[src/rtl/pdma_pkg.sv]
package pdma_pkg;
  // control register bit positions
  localparam int CB_EN     = 31;
  localparam int CB_IE     = 30;
  localparam int CB_HOLD   = 29;
  localparam int CB_DIR    = 28;
  localparam int CB_ONCE   = 27;
  localparam int CB_FLOW   = 21;
  localparam int CB_SEL_LO = 16;
  localparam int CB_CNT_LO = 2;
  // sequence register bit positions
  localparam int SB_DBL     = 19;
  localparam int SB_WRAP_LO = 16;
  // status register bit positions
  localparam int STB_BUSY = 31;
  localparam int STB_PEND = 30;
  localparam int STB_HALT = 29;
  localparam int STB_PING = 28;
  // register indices
  localparam logic [2:0] RI_CTRL = 3'd0;
  localparam logic [2:0] RI_STAT = 3'd1;
  localparam logic [2:0] RI_PPTR = 3'd2;
  localparam logic [2:0] RI_PSEQ = 3'd3;
  localparam logic [2:0] RI_MPTR = 3'd4;
  localparam logic [2:0] RI_MSEQ = 3'd5;

  typedef enum logic [1:0] {ST_OFF, ST_WAIT, ST_RD, ST_WR} xfer_st_t;
endpackage

[src/rtl/pdma_regs.sv]
module pdma_regs
  import pdma_pkg::*;
#(
  parameter int AW    = 32,
  parameter int SEL_W = 5,
  parameter int CNT_W = 14
) (
  input  logic             clk,
  input  logic             rst,
  input  logic             rb_wr,
  input  logic [2:0]       rb_addr,
  input  logic [31:0]      rb_wdata,
  output logic [31:0]      rb_rdata,
  input  logic             busy,
  input  logic             halted,
  input  logic             ping,
  input  logic [CNT_W-1:0] cnt,
  input  logic             term,
  output logic             en,
  output logic             ie,
  output logic             hold,
  output logic             dir,
  output logic             once,
  output logic             flow,
  output logic [SEL_W-1:0] sel,
  output logic [CNT_W-1:0] wcount,
  output logic [AW-1:0]    pptr,
  output logic [AW-1:0]    mptr,
  output logic [2:0]       pwrap,
  output logic [2:0]       mwrap,
  output logic             dbl,
  output logic             pend,
  output logic             irq
);
  logic [AW-3:0] pptr_q, mptr_q;
  logic [31:0]   rd_mux;
  logic          clr_pend;

  assign pptr     = {pptr_q, 2'b00};
  assign mptr     = {mptr_q, 2'b00};
  assign clr_pend = rb_wr && (rb_addr == RI_STAT) && rb_wdata[STB_PEND];

  always_comb begin
    rd_mux = '0;
    case (rb_addr)
      RI_CTRL: begin
        rd_mux[CB_EN]   = en;
        rd_mux[CB_IE]   = ie;
        rd_mux[CB_HOLD] = hold;
        rd_mux[CB_DIR]  = dir;
        rd_mux[CB_ONCE] = once;
        rd_mux[CB_FLOW] = flow;
        rd_mux[CB_SEL_LO +: SEL_W] = sel;
        rd_mux[CB_CNT_LO +: CNT_W] = wcount;
      end
      RI_STAT: begin
        rd_mux[STB_BUSY] = busy;
        rd_mux[STB_PEND] = pend;
        rd_mux[STB_HALT] = halted;
        rd_mux[STB_PING] = ping;
        rd_mux[CB_CNT_LO +: CNT_W] = cnt;
      end
      RI_PPTR: rd_mux[AW-1:0] = pptr;
      RI_PSEQ: rd_mux[SB_WRAP_LO +: 3] = pwrap;
      RI_MPTR: rd_mux[AW-1:0] = mptr;
      RI_MSEQ: begin
        rd_mux[SB_WRAP_LO +: 3] = mwrap;
        rd_mux[SB_DBL] = dbl;
      end
      default: rd_mux = '0;
    endcase
  end

  always_ff @(posedge clk) begin
    if (rst) begin
      en <= 1'b0; ie <= 1'b0; hold <= 1'b0; dir <= 1'b0; once <= 1'b0;
      flow <= 1'b0; sel <= '0; wcount <= '0;
      pptr_q <= '0; mptr_q <= '0; pwrap <= '0; mwrap <= '0; dbl <= 1'b0;
      pend <= 1'b0; irq <= 1'b0; rb_rdata <= '0;
    end else begin
      if (rb_wr) begin
        case (rb_addr)
          RI_CTRL: begin
            en     <= rb_wdata[CB_EN];
            ie     <= rb_wdata[CB_IE];
            hold   <= rb_wdata[CB_HOLD];
            dir    <= rb_wdata[CB_DIR];
            once   <= rb_wdata[CB_ONCE];
            flow   <= rb_wdata[CB_FLOW];
            sel    <= rb_wdata[CB_SEL_LO +: SEL_W];
            wcount <= rb_wdata[CB_CNT_LO +: CNT_W];
          end
          RI_PPTR: pptr_q <= rb_wdata[AW-1:2];
          RI_PSEQ: pwrap  <= rb_wdata[SB_WRAP_LO +: 3];
          RI_MPTR: mptr_q <= rb_wdata[AW-1:2];
          RI_MSEQ: begin
            mwrap <= rb_wdata[SB_WRAP_LO +: 3];
            dbl   <= rb_wdata[SB_DBL];
          end
          default: ;
        endcase
      end
      if (term)          pend <= 1'b1;
      else if (clr_pend) pend <= 1'b0;
      irq      <= pend & ie;
      rb_rdata <= rd_mux;
    end
  end
endmodule

[src/rtl/pdma_wrap.sv]
module pdma_wrap #(
  parameter int AW    = 32,
  parameter int OFF_W = 14,
  parameter int SH    = 0
) (
  input  logic [AW-1:0]    base,
  input  logic [OFF_W-1:0] off,
  input  logic [2:0]       idx,
  output logic [AW-1:0]    addr
);
  logic [OFF_W-1:0] mask;
  int sh;

  always_comb begin
    sh   = int'(idx) - 1 + SH;
    mask = '1;
    if (idx != 3'd0 && sh < OFF_W) mask = (OFF_W'(1) << sh) - OFF_W'(1);
    addr = base + AW'({off & mask, 2'b00});
  end
endmodule

[src/rtl/pdma_engine.sv]
module pdma_engine
  import pdma_pkg::*;
#(
  parameter int AW    = 32,
  parameter int SEL_W = 5,
  parameter int CNT_W = 14,
  parameter int OFF_W = 14,
  parameter int REQ_N = 32
) (
  input  logic             clk,
  input  logic             rst,
  input  logic             en,
  input  logic             hold,
  input  logic             dir,
  input  logic             cont,
  input  logic             flow,
  input  logic [SEL_W-1:0] sel,
  input  logic [CNT_W-1:0] wcount,
  input  logic [AW-1:0]    pptr,
  input  logic [AW-1:0]    mptr,
  input  logic [REQ_N-1:0] req_lines,
  input  logic             p_gnt,
  input  logic [31:0]      p_rdata,
  input  logic             m_gnt,
  input  logic [31:0]      m_rdata,
  output logic             p_req,
  output logic             p_we,
  output logic             m_req,
  output logic             m_we,
  output logic [31:0]      wdata,
  output logic [AW-1:0]    pbase,
  output logic [AW-1:0]    mbase,
  output logic [OFF_W-1:0] off,
  output logic             busy,
  output logic             halted,
  output logic             ping,
  output logic [CNT_W-1:0] cnt,
  output logic             term
);
  localparam logic [SEL_W-1:0] SEL_NONE = '1;

  xfer_st_t st;
  logic en_q, go, src_gnt, dst_gnt;
  logic [31:0] src_data;

  assign src_gnt  = dir ? m_gnt : p_gnt;
  assign dst_gnt  = dir ? p_gnt : m_gnt;
  assign src_data = dir ? m_rdata : p_rdata;
  assign go       = !hold && (sel != SEL_NONE) && (!flow || req_lines[sel]);
  assign busy     = (st != ST_OFF);
  assign halted   = busy && (hold || sel == SEL_NONE);
  assign term     = en && en_q && (st == ST_WR) && dst_gnt && (cnt == '0);
  assign p_req    = ((st == ST_RD) && !dir) || ((st == ST_WR) && dir);
  assign m_req    = ((st == ST_RD) && dir) || ((st == ST_WR) && !dir);
  assign p_we     = (st == ST_WR);
  assign m_we     = (st == ST_WR);

  always_ff @(posedge clk) begin
    if (rst) begin
      st <= ST_OFF; en_q <= 1'b0; cnt <= '0; ping <= 1'b0; off <= '0;
      pbase <= '0; mbase <= '0; wdata <= '0;
    end else begin
      en_q <= en;
      if (!en) begin
        st <= ST_OFF;
      end else if (!en_q) begin
        st <= ST_WAIT; cnt <= wcount; ping <= 1'b0; off <= '0;
        pbase <= pptr; mbase <= mptr;
      end else begin
        case (st)
          ST_WAIT: if (go) st <= ST_RD;
          ST_RD: if (src_gnt) begin
            wdata <= src_data;
            st    <= ST_WR;
          end
          ST_WR: if (dst_gnt) begin
            off <= off + OFF_W'(1);
            if (cnt != '0) begin
              cnt <= cnt - CNT_W'(1);
              st  <= ST_WAIT;
            end else if (cont) begin
              cnt  <= wcount;
              ping <= ~ping;
              st   <= ST_WAIT;
              if (ping) begin
                off <= '0; pbase <= pptr; mbase <= mptr;
              end
            end else begin
              st <= ST_OFF;
            end
          end
          default: ;
        endcase
      end
    end
  end
endmodule

[src/rtl/pdma_chan.sv]
module pdma_chan
  import pdma_pkg::*;
#(
  parameter int AW        = 32,
  parameter int SEL_W     = 5,
  parameter int MAX_BYTES = 65536,
  parameter int MEM_WSH   = 5,
  parameter int PER_WSH   = 0
) (
  input  logic                clk,
  input  logic                rst,
  input  logic                rb_wr,
  input  logic [2:0]          rb_addr,
  input  logic [31:0]         rb_wdata,
  output logic [31:0]         rb_rdata,
  input  logic [(1<<SEL_W)-1:0] req_lines,
  output logic                p_req,
  output logic                p_we,
  output logic [AW-1:0]       p_addr,
  output logic [31:0]         p_wdata,
  input  logic                p_gnt,
  input  logic [31:0]         p_rdata,
  output logic                m_req,
  output logic                m_we,
  output logic [AW-1:0]       m_addr,
  output logic [31:0]         m_wdata,
  input  logic                m_gnt,
  input  logic [31:0]         m_rdata,
  output logic                irq
);
  localparam int OFF_W = $clog2(MAX_BYTES / 4);
  localparam int CNT_W = OFF_W;
  localparam int REQ_N = 1 << SEL_W;

  logic r_en, r_ie, r_hold, r_dir, r_once, r_flow, r_dbl, pend;
  logic [SEL_W-1:0] r_sel;
  logic [CNT_W-1:0] r_wcount, cnt;
  logic [AW-1:0] pptr, mptr, pbase, mbase;
  logic [2:0] pwrap, mwrap;
  logic [OFF_W-1:0] off;
  logic busy, halted, ping, term, cont;
  logic [31:0] wdata;

  assign cont    = !r_once && r_dbl;
  assign p_wdata = wdata;
  assign m_wdata = wdata;

  pdma_regs #(.AW(AW), .SEL_W(SEL_W), .CNT_W(CNT_W)) u_regs (
    .clk(clk), .rst(rst), .rb_wr(rb_wr), .rb_addr(rb_addr), .rb_wdata(rb_wdata),
    .rb_rdata(rb_rdata), .busy(busy), .halted(halted), .ping(ping), .cnt(cnt),
    .term(term), .en(r_en), .ie(r_ie), .hold(r_hold), .dir(r_dir), .once(r_once),
    .flow(r_flow), .sel(r_sel), .wcount(r_wcount), .pptr(pptr), .mptr(mptr),
    .pwrap(pwrap), .mwrap(mwrap), .dbl(r_dbl), .pend(pend), .irq(irq)
  );

  pdma_engine #(.AW(AW), .SEL_W(SEL_W), .CNT_W(CNT_W), .OFF_W(OFF_W), .REQ_N(REQ_N)) u_eng (
    .clk(clk), .rst(rst), .en(r_en), .hold(r_hold), .dir(r_dir), .cont(cont),
    .flow(r_flow), .sel(r_sel), .wcount(r_wcount), .pptr(pptr), .mptr(mptr),
    .req_lines(req_lines), .p_gnt(p_gnt), .p_rdata(p_rdata), .m_gnt(m_gnt),
    .m_rdata(m_rdata), .p_req(p_req), .p_we(p_we), .m_req(m_req), .m_we(m_we),
    .wdata(wdata), .pbase(pbase), .mbase(mbase), .off(off), .busy(busy),
    .halted(halted), .ping(ping), .cnt(cnt), .term(term)
  );

  for (genvar g = 0; g < 2; g++) begin : g_side
    if (g == 0) begin : g_per
      pdma_wrap #(.AW(AW), .OFF_W(OFF_W), .SH(PER_WSH)) u_wrap (
        .base(pbase), .off(off), .idx(pwrap), .addr(p_addr));
    end else begin : g_mem
      pdma_wrap #(.AW(AW), .OFF_W(OFF_W), .SH(MEM_WSH)) u_wrap (
        .base(mbase), .off(off), .idx(mwrap), .addr(m_addr));
    end
  end
endmodule

[config.mk]
export PLATFORM = sky130hd
export DESIGN_NAME = pdma_chan
export DESIGN_NICKNAME = d
export VERILOG_FILES = /design/src/rtl/pdma_pkg.sv /design/src/rtl/pdma_regs.sv /design/src/rtl/pdma_wrap.sv /design/src/rtl/pdma_engine.sv /design/src/rtl/pdma_chan.sv
export SDC_FILE = /design/constraint.sdc
export NUM_CORES = 1
export LEC_CHECK = 0
export ABC_AREA = 0
export BUFFER_PORTS_ARGS = -buffer_cell sky130_fd_sc_hd__buf_2
export CORE_UTILIZATION = 46
export DETAILED_ROUTE_END_ITERATION = 12
export PLACE_DENSITY_LB_ADDON = 0.1
export REMOVE_ABC_BUFFERS = 1
export SETUP_SLACK_MARGIN = 0.2
export SYNTH_ARGS = -nofsm -noshare
export SYNTH_HDL_FRONTEND = slang
export SYNTH_SLANG_ARGS = --single-unit
[constraint.sdc]
create_clock -name clk -period 12.1 [get_ports clk]
set_input_delay 2.42 -clock clk [delete_from_list [all_inputs] [get_ports clk]]
set_output_delay 2.42 -clock clk [all_outputs]
set_load 0.01 [all_outputs]
# After elaboration in Yosys (flattened, before gate mapping)
# Cells that the tools add are included.
# word_totals
reg_bits,254
latchBits,0
ram_bits,0
romBits,0
input_bits,136
out_inout_bits,165
word_cells,166
mem_count,0
# op_classes
add_sub_neg,9
multipliers,0
div,0
order_cmp,3
eq_ne,23
n_shift,2
muxes,51
n_bitwise,6
reduce_logical,46
# op_table
op,count
32-bit 2-to-1 mux,13
14-bit 2-to-1 mux,13
32-bit by 16-bit adder with 32-bit output,2
32-bit by 5-bit less-than comparator with 1-bit output (second input constant),2
1-bit by 32-bit << shifter with 14-bit output (first input constant),2
14-bit one-hot mux with 4 select lines,1
32-bit by 4-bit adder with 32-bit output (second input constant),1
14-bit AND,2
14-bit by 2-bit subtractor with 14-bit output (second input constant),2
1-bit logical AND,16
4-bit one-hot mux with 4 select lines,1
4-bit AND reduction,4
3-bit one-hot mux with 5 select lines,1
14-bit by 1-bit adder with 14-bit output (second input constant),1
14-bit zero test,1
14-bit nonzero test,1
14-bit by 1-bit subtractor with 14-bit output (second input constant),1
1-bit 2-to-1 mux,12
3-bit != test (second input constant),4
2-bit one-hot mux with 3 select lines,2
5-bit one-hot mux with 2 select lines,1
2-bit AND reduction,5
3-bit nonzero test,3
2-bit 2-to-1 mux,4
other kinds (26),45

# Depth between registers and ports, before layout
# Gate-level depths: netlist of the first run.
# logic_depth
ltp_word,7
mapped_depth,22
depth_no_buf,20

# By module
# A second synthesis of the first run with hierarchy kept.
# unflattened
cells_unflattened,1757
area_unflattened_um2,14207.4
# by_module_without_submodules
mod,n_inst,cells_per_inst,area_each_um2
pdma_engine,1,693,5851.9
pdma_regs,1,608,5077.4
pdma_wrap at g_side[1].g_mem.u_wrap,1,225,1607.8
pdma_wrap at g_side[0].g_per.u_wrap,1,198,1416.4
pdma_chan,1,33,254.0

# Worst setup path before layout of the first run
# OpenSTA, ideal clock, no wires.
# synth_timing
path_type,reg2out
from,register u_regs.mwrap[2]
to,output port m_addr[19]
arrival_ns,4.680
required_time_ns,9.680
setup_slack_ns,5.000
stages_incl_launch_ff,22
path_cell_list,dfxtp_1 > clkbuf_1 > clkbuf_1 > nor3_1 > nand2_1 > ha_1 > clkbuf_1 > nand2_1 > nor2_1 > nand2_1 > ha_1 > clkbuf_1 > a211oi_1 > a21oi_1 > a21boi_0 > ha_1 > and4_1 > nand2_1 > a21oi_1 > o311a_1 > o2111ai_1 > xnor2_1
# synth_between
elab_chain_cells,7
word_cells_on_any_way,10
classes_between,add/sub (4); order compare (1); shift (1); mux (1); bitwise (1); reduce/logical (2)
# synth_lines
item,line_no,rtl
start: declaration,pdma_regs.sv:30,"output logic [2:0] mwrap,"
start signal: assignment,pdma_regs.sv:97,mwrap <= rb_wdata[SB_WRAP_LO +: 3];
3-bit by 1-bit subtractor with 4-bit output,pdma_wrap.sv:15,sh = int'(idx) - 1 + SH;
32-bit by 4-bit adder with 32-bit output,pdma_wrap.sv:15,
32-bit by 5-bit less-than comparator with 1-bit output / 1-bit by 32-bit << shifter with 14-bit output (equally long branches),pdma_wrap.sv:17,if (idx != 3'd0 && sh < OFF_W) mask = (OFF_W'(1) << sh) - OFF_W'(1);
1-bit logical AND / 14-bit by 2-bit subtractor with 14-bit output (equally long branches),pdma_wrap.sv:17,
14-bit 2-to-1 mux (*),pdma_wrap.sv:17,
14-bit AND (*),pdma_wrap.sv:18,"addr = base + AW'({off & mask, 2'b00});"
32-bit by 16-bit adder with 32-bit output (*),pdma_wrap.sv:18,
end: declaration,pdma_chan.sv:25,"output logic [AW-1:0] m_addr,"
# Every way passes the cells marked *; elsewhere a longest branch is shown, timed or not.

# Final worst setup path of the first run
# layout_timing
from,register u_regs.mwrap[2]
to,output port m_addr[24]
# Same word-level chain as after synthesis.

==> results of run 1 <==
[cells in the mapped netlist, types with 3 or more instances]
master	n	share of area, %
buf_1	9	0.25
clkbuf_1	74	2.1
dfxtp_1	248	37
nand4b_1	4	0.26
xnor2_1	39	2.5
nand2b_1	10	0.46
nand4_1	5	0.23
or2_2	4	0.18
a21o_1	5	0.28
or3_1	3	0.14
o21ai_1	3	0.11
a211oi_1	37	2.1
nand3b_1	3	0.17
a22oi_1	47	2.6
ha_1	51	4.7
nand3_1	36	1.3
xor2_1	26	1.7
nor3_1	29	1.1
buf_2	8	0.30
mux2i_1	44	3.3
o21ai_0	55	2.0
nor2b_1	13	0.60
and3_1	16	0.74
inv_1	35	0.97
nor2_1	122	3.4
and2_1	20	0.92
buf_6	9	0.75
o31ai_1	4	0.22
o2111ai_1	3	0.19
o21a_1	17	0.94
a21boi_0	14	0.78
nand2_1	373	10
and4_1	8	0.52
o211ai_1	14	0.78
a31oi_1	11	0.51
buf_4	40	2.2
o31a_1	5	0.32
a21oi_1	220	8.1
nor4_1	4	0.18
mux4_2	8	1.3
nor3b_1	10	0.55
mux2_2	9	0.75
[area by class of cell]
cell class                 instances  share of cell area [%]
clock buffer                      37                    4.84
inverter                          35                   0.833
tap                              384                    3.04
timing repair buffer             307                    10.0
clock inverter                    10                   0.801
sequential                       248                    31.5
multi-input combinational       1307                    48.9
antenna                            4                  0.0634
[registers in the layout, summed over array words and instances, names as in the netlist, 2 cells and up]
signal / cells
u_eng.wdata: 32
u_eng.mbase: 30
u_eng.pbase: 30
u_regs.mptr_q: 30
u_regs.pptr_q: 30
u_regs.rb_rdata: 30
u_eng.cnt: 14
u_eng.off: 14
u_regs.wcount: 14
u_regs.sel: 5
u_regs.mwrap: 3
u_regs.pwrap: 3
u_eng.st: 2
[through the flow]
stage / std cells / cell area (µm²)
floorplan: 1590 / 12800
global placement: 2281 / 14900
detailed placement: 2281 / 14900
CTS: 2328 / 15800
global route: 2331 / 15800
finish: 2332 / 15800
[path summary, 6_finish.rpt]
check | start | endpoint
hold / removal | u_eng.pbase[5] | u_eng.pbase[5]
setup / recovery | u_regs.mwrap[2] | m_addr[24]
hold reg to reg | u_eng.pbase[5] | u_eng.pbase[5]
setup reg to reg | u_regs.dir | u_eng.mbase[21]
[critical path, stage by stage (launching register included)]
cell and delay [ns]:
dfxtp_1 0.50, nor3_1 0.83, nand2_1 0.12, ha_1 0.55
nand4b_1 0.15, nor3_1 0.17, a31oi_1 0.20, a21oi_1 0.76
nand2_1 0.11, o31a_1 0.33, ha_1 0.36, and3_1 0.22
nand3_1 0.17, a211oi_1 0.41, nor2_1 0.24, nor2_1 0.19
xor2_1 0.17, buf_2 0.15
[logic make-up (layout without fill, tap and decap cells)]
family / count (synthesis) / after routing / share of synthesized area, %
compound gates: 452 / 452 / 20.1
xor+xnor: 65 / 65 / 4.21
fa+ha+maj: 53 / 53 / 5.01
buf+inv: 175 / 389 / 6.54
flops: 248 / 248 / 36.7
mux: 61 / 61 / 5.34
other cells: 1 / 10 / 0.0277
simple gates: 670 / 670 / 22.1
[power breakdown]
part	total [W]	leakage [nW]	switching [W]	internal, W
registers	0.000832	2.00	0.00000833	0.000824
clock network	0.000827	0.429	0.000341	0.000485
logic	0.000117	3.94	0.0000731	0.0000435
[routing by layer]
layer	global-route usage, %	part of all wire [%]	up-vias
li1	-	-	6376
met1	34.1	43	5927
met2	45.2	47	515
met3	3.62	6.6	71
met4	10.4	3.5	0
met5	0	0	-
==> qor.csv, run 1 <==
stage;metric;value;unit
drt;drtAntennaViolNets;0;
sta;fin_setup_tns;0;ns
synth;synth_edf_count;0;
worst_setup_path;reg2reg_depth;8;
drt;vias_per_cell;5.53;
synth;ys_ff_latch;248;
grt;grt-ovfl-total;0;
sta;finalHoldViolCount;0;
worst_setup_path;worstSetupEndpointType;output port;
pwr;power;0.00178;W
hold_path;holdCritPathClass;reg2reg;
sta;worst_slack;3.49;ns
synth;async_flop_share;0;%
hold_path;holdPathStages;2;
layout;multi_input_area;7720;µm²
worst_setup_path;cp_max_fo;17;
layout;fin_util;54.8;%
grt;grt_start_max_net_pins;82;
floorplan;rows;62;
clock_network;cts_tree;done;
sta;tightest_slew;1.14;ns
clock_network;cts_hold_buf;0;
layout;final_cell_mix;372 x nand2_1, 291 x buf_2, 247 x dfxtp_1, 220 x a21oi_1, 122 x nor2_1;
floorplan;die_h;173;µm
worst_setup_path;reg2reg_setup_slack;8.80;ns
clock_network;cts_buffers;27;
placed_design;post-place-ws;4.14;ns
grt;grt_pass1_wl;64300;µm
floorplan;die-area;30100;µm²
synth;synth-main-ff-cell;dfxtp_1;
job;cap_violations;0;
synth;syn-cell-area;13500;µm²
synth;syn_area_per_cell;7.84;µm²
grt;first_global_vias;11800;
grt;grt_usage;26.6;%
floorplan;die_w;173;µm
synth;seq_area_frac_synth;36.7;%
drt;firstDrtPassIters;6;
run_status;status;complete, no violations;
sta;fin_crit;8.61;ns
worst_setup_path;worstSetupStartpointType;flop;
clock_network;cts.path.max_buffers;3;
floorplan;core;28800;µm²
drt;via_count;12900;
sta;period_share;71.2;%
drt;drt_drc_violations_left;0;
layout;nFillCells;2741;
clock_network;post_cts_resized;0;
sta;maxSlewViolCount;0;
pwr;p_leak;6.37;nW
placed_design;globalplace.congestion;0.936;
layout;area_growth;16.6;%
grt;antenna_found_initial;4;
layout;drive_gt1_share;19.8;%
layout;final_common_cell;nand2_1;
sta;rsz0062_at_grt;false;
floorplan;start_util;47.0;%
layout;seqCellArea;4970;µm²
drt;wirelength;41200;µm
worst_setup_path;worst-endpoint-arrival;6.19;ns
drt;wl_per_cell;17.7;µm
drt;drt-initial-drc-count;1034;
floorplan;ioPinCount;301;
pwr;p_per_area;113;nW/µm²
worst_setup_path;worstSetupPathType;reg2out;
sta;setup_viol;0;
layout;fin_nets;2115;
placed_design;numPortBuffers;292;
pwr;vdd_drop_max;97.4;µV
clock_network;clk_pin_slew;0.06;ns
sta;timing.max_slew.rel_slack;23.8;%
clock_network;clock_latency;0.55;ns
synth;synth_cells;1725;
worst_setup_path;required;9.68;ns
sta;whs;0.463;ns
sta;max_freq;116;MHz
sta;skew;0.0118;ns
clock_network;cts_post_setup_buffers_inserted;0;
clock_network;cts_sinks;248;
placed_design;post-dp-hpwl;30500;µm
synth;yosysWarningCount;0;
synth;synth.distinct_cells;69;
clock_network;cts-root-buf;clkbuf_16;
clock_network;cts_max_level;1;
(Power assumes the default switching activity.)
==> inputs of run 2 (changes only) <==
clock period = 7.95 ns   (was 12.1 ns; I/O delays follow)
==> run 2 against run 1 <==
Net effect:
- first-iteration DRC count down 5.9%
- setup slack got worse by 2.8 ns
- core utilization rose by 0.30 points
- critical endpoint is now m_addr[23]
- die area stayed put
- critical path type unchanged
- power up 56%
- wire length rose by 0.47%
==> qor.csv, run 2 (synthesized netlist as in run 1, its figures left out) <==
stage;metric;value;unit;change
drt;firstDrtPassIters;7;;was 6
worst_setup_path;cpMaxStageDelayCell;ha_1;;was nor3_1
clock_network;cts_hold_buf;0;;unchanged
layout;final_common_cell;nand2_1;;unchanged
placed_design;numPortBuffers;292;;unchanged
placed_design;post-dp-hpwl;30500;µm;about the same
worst_setup_path;worstSetupEndpointType;output port;;unchanged
sta;fin_setup_tns;0;ns;unchanged
drt;drt-initial-drc-count;973;;was 1034
layout;drive_gt1_share;20.3;%;was 19.8%
layout;top_register;u_eng.wdata;;unchanged
grt;grt_usage;26.8;%;was 26.6%
hold_path;holdCritPathClass;reg2reg;;unchanged
worst_setup_path;cp_max_fo;12;;was 17
floorplan;core;28800;µm²;unchanged
sta;fin_crit;7.27;ns;
sta;timing.max_slew.rel_slack;25.8;%;was 23.8%
placed_design;globalplace.congestion;0.930;;was 0.936
pwr;p_per_area;174;nW/µm²;was 113 nW/µm²
layout;largest_register_ffs;32;;unchanged
run_status;status;complete, no violations;;unchanged
worst_setup_path;worstSetupStartpointType;flop;;unchanged
sta;finalHoldViolCount;0;;unchanged
layout;fin_nets;2119;;was 2115
clock_network;cts_post_setup_buffers_inserted;0;;unchanged
job;cap_violations;0;;unchanged
sta;max_freq;137;MHz;
clock_network;cts.path.max_buffers;3;;unchanged
placed_design;placed_area;14900;µm²;about the same
sta;period_share;91.5;%;
clock_network;cts_sinks;248;;unchanged
layout;final_cell_mix;372 x nand2_1, 291 x buf_2, 247 x dfxtp_1, 220 x a21oi_1, 121 x nor2_1;;was 372 x nand2_1, 291 x buf_2, 247 x dfxtp_1, 220 x a21oi_1, 122 x nor2_1
sta;rsz0062_at_grt;false;;unchanged
drt;drtAntennaViolNets;0;;unchanged
floorplan;start_util;47.0;%;unchanged
worst_setup_path;worst-endpoint-arrival;5.68;ns;was 6.19 ns
floorplan;ioPinCount;301;;unchanged
floorplan;die_h;173;µm;unchanged
clock_network;clk_pin_slew;0.06;ns;about the same
sta;skew;0.0184;ns;was 0.0118 ns
sta;setup_viol;0;;unchanged
grt;grt-ovfl-total;0;;unchanged
clock_network;cts-root-buf;clkbuf_16;;unchanged
worst_setup_path;crit_chain;inv_1 > ha_1 > xor2_1 > nand2_1 > ha_1 > nand2_1 > nor2_1 > nand2_1 > ha_1 > nand4b_1 > a21oi_1 > a21oi_1 > a21boi_0 > ha_1 > and2_1 > nand2_1 > o211ai_1 > o311a_1 > o211ai_1 > xnor2_1 > buf_2;;was nor3_1 > nand2_1 > ha_1 > nand4b_1 > nor3_1 > a31oi_1 > a21oi_1 > nand2_1 > o31a_1 > ha_1 > and3_1 > nand3_1 > a211oi_1 > nor2_1 > nor2_1 > xor2_1 > buf_2
clock_network;cts_max_level;1;;unchanged
clock_network;cts_buffers;28;;was 27
grt;grt_start_max_net_pins;95;;was 82
worst_setup_path;required;6.36;ns;was 9.68 ns
drt;wirelength;41400;µm;was 41200 µm
grt;first_global_vias;11800;;about the same
floorplan;die-area;30100;µm²;unchanged
layout;area_growth;17.3;%;was 16.6%
drt;vias_per_cell;5.48;;was 5.53
clock_network;cts_tree;done;;unchanged
clock_network;clock_latency;0.56;ns;was 0.55 ns
layout;postLayoutCellArea;15900;µm²;was 15800 µm²
grt;antenna_found_initial;1;;was 4
floorplan;die_w;173;µm;unchanged
drt;wl_per_cell;17.7;µm;about the same
grt;grt_pass1_wl;64600;µm;was 64300 µm
floorplan;rows;62;;unchanged
pwr;vdd_drop_max;142;µV;was 97.4 µV
sta;tightest_slew;1.11;ns;was 1.14 ns
sta;maxSlewViolCount;0;;unchanged
drt;via_count;12800;;was 12.9k
worst_setup_path;worstSetupPathType;reg2out;;unchanged
drt;drt_drc_violations_left;0;;unchanged
worst_setup_path;cp_slowest_stage_delay;0.52;ns;was 0.83 ns
pwr;p_leak;6.41;nW;was 6.37 nW
-- run 2: layout make-up --
type	instances	area, µm²
clock buffers	34	763
clock inverters	18	193
multi-input cells	1307	7730
fillers	2822	12900
repair buffers	310	1600
flip-flops and latches	248	4970
inverters	35	131
well taps	384	480
diodes	1	2.50
-- run 2: through the flow --
step / setup slack, ns / hold slack [ns] / power [W] / util [%] / std cells
floorplan: 1.94 / 0.435 / 0.00137 / - / 1590
global placement: 1.35 / 0.450 / 0.00147 / 51.8 / 2284
detailed placement: 1.27 / 0.454 / 0.00147 / 51.8 / 2284
CTS: 0.651 / 0.463 / 0.00279 / 55.1 / 2336
global route: 0.202 / 0.484 / 0.00287 / 55.1 / 2336
finish: 0.677 / 0.459 / 0.00277 / 55.1 / 2337
-- run 2: what timing repair did --
action | in CTS | in global routing
resized for setup | 0 | 4
endpoints found under the hold margin | 0 | 0
endpoints found under the setup margin | 0 | 10
-- run 2: per-layer routing --
| metal | GRT usage [%] | share of wire, % | up-vias |
|---|---|---|---|
| met5 | 0 | 0 | - |
| met3 | 3.79 | 6.8 | 67 |
| li1 | - | - | 6365 |
| met2 | 45.2 | 47 | 458 |
| met1 | 34.9 | 43 | 5912 |
| met4 | 9.22 | 3.1 | 0 |
-- run 2: final timing paths --
check,startpoint,end,slack (ns),depth (start not counted)
worst min register to register,u_eng.pbase[5],u_eng.pbase[5],0.46,2
worst max register to register,u_regs.dir,u_eng.mbase[29],4.64,8
worst min-delay path,u_eng.pbase[5],u_eng.pbase[5],0.46,2
worst max-delay path,u_regs.mwrap[0],m_addr[23],0.68,21
-- run 2: power by group --
group          total, W  internal (W)  switching [W]
Combinational  0.000179     0.0000673       0.000112
Clock           0.00132      0.000783       0.000537
Sequential      0.00127       0.00125      0.0000128
-- run 2: critical path: cells and delay by family, from the launching register on --
kind / cells / cell delay, ns
AOI/OAI and AO/OA: 6 / 1.32
adders and majority gates: 4 / 1.46
and+or+nand+nor: 7 / 1.20
xor gates and xnor gates: 2 / 0.42
buffers and inverters: 2 / 0.30
DFF: 1 / 0.44
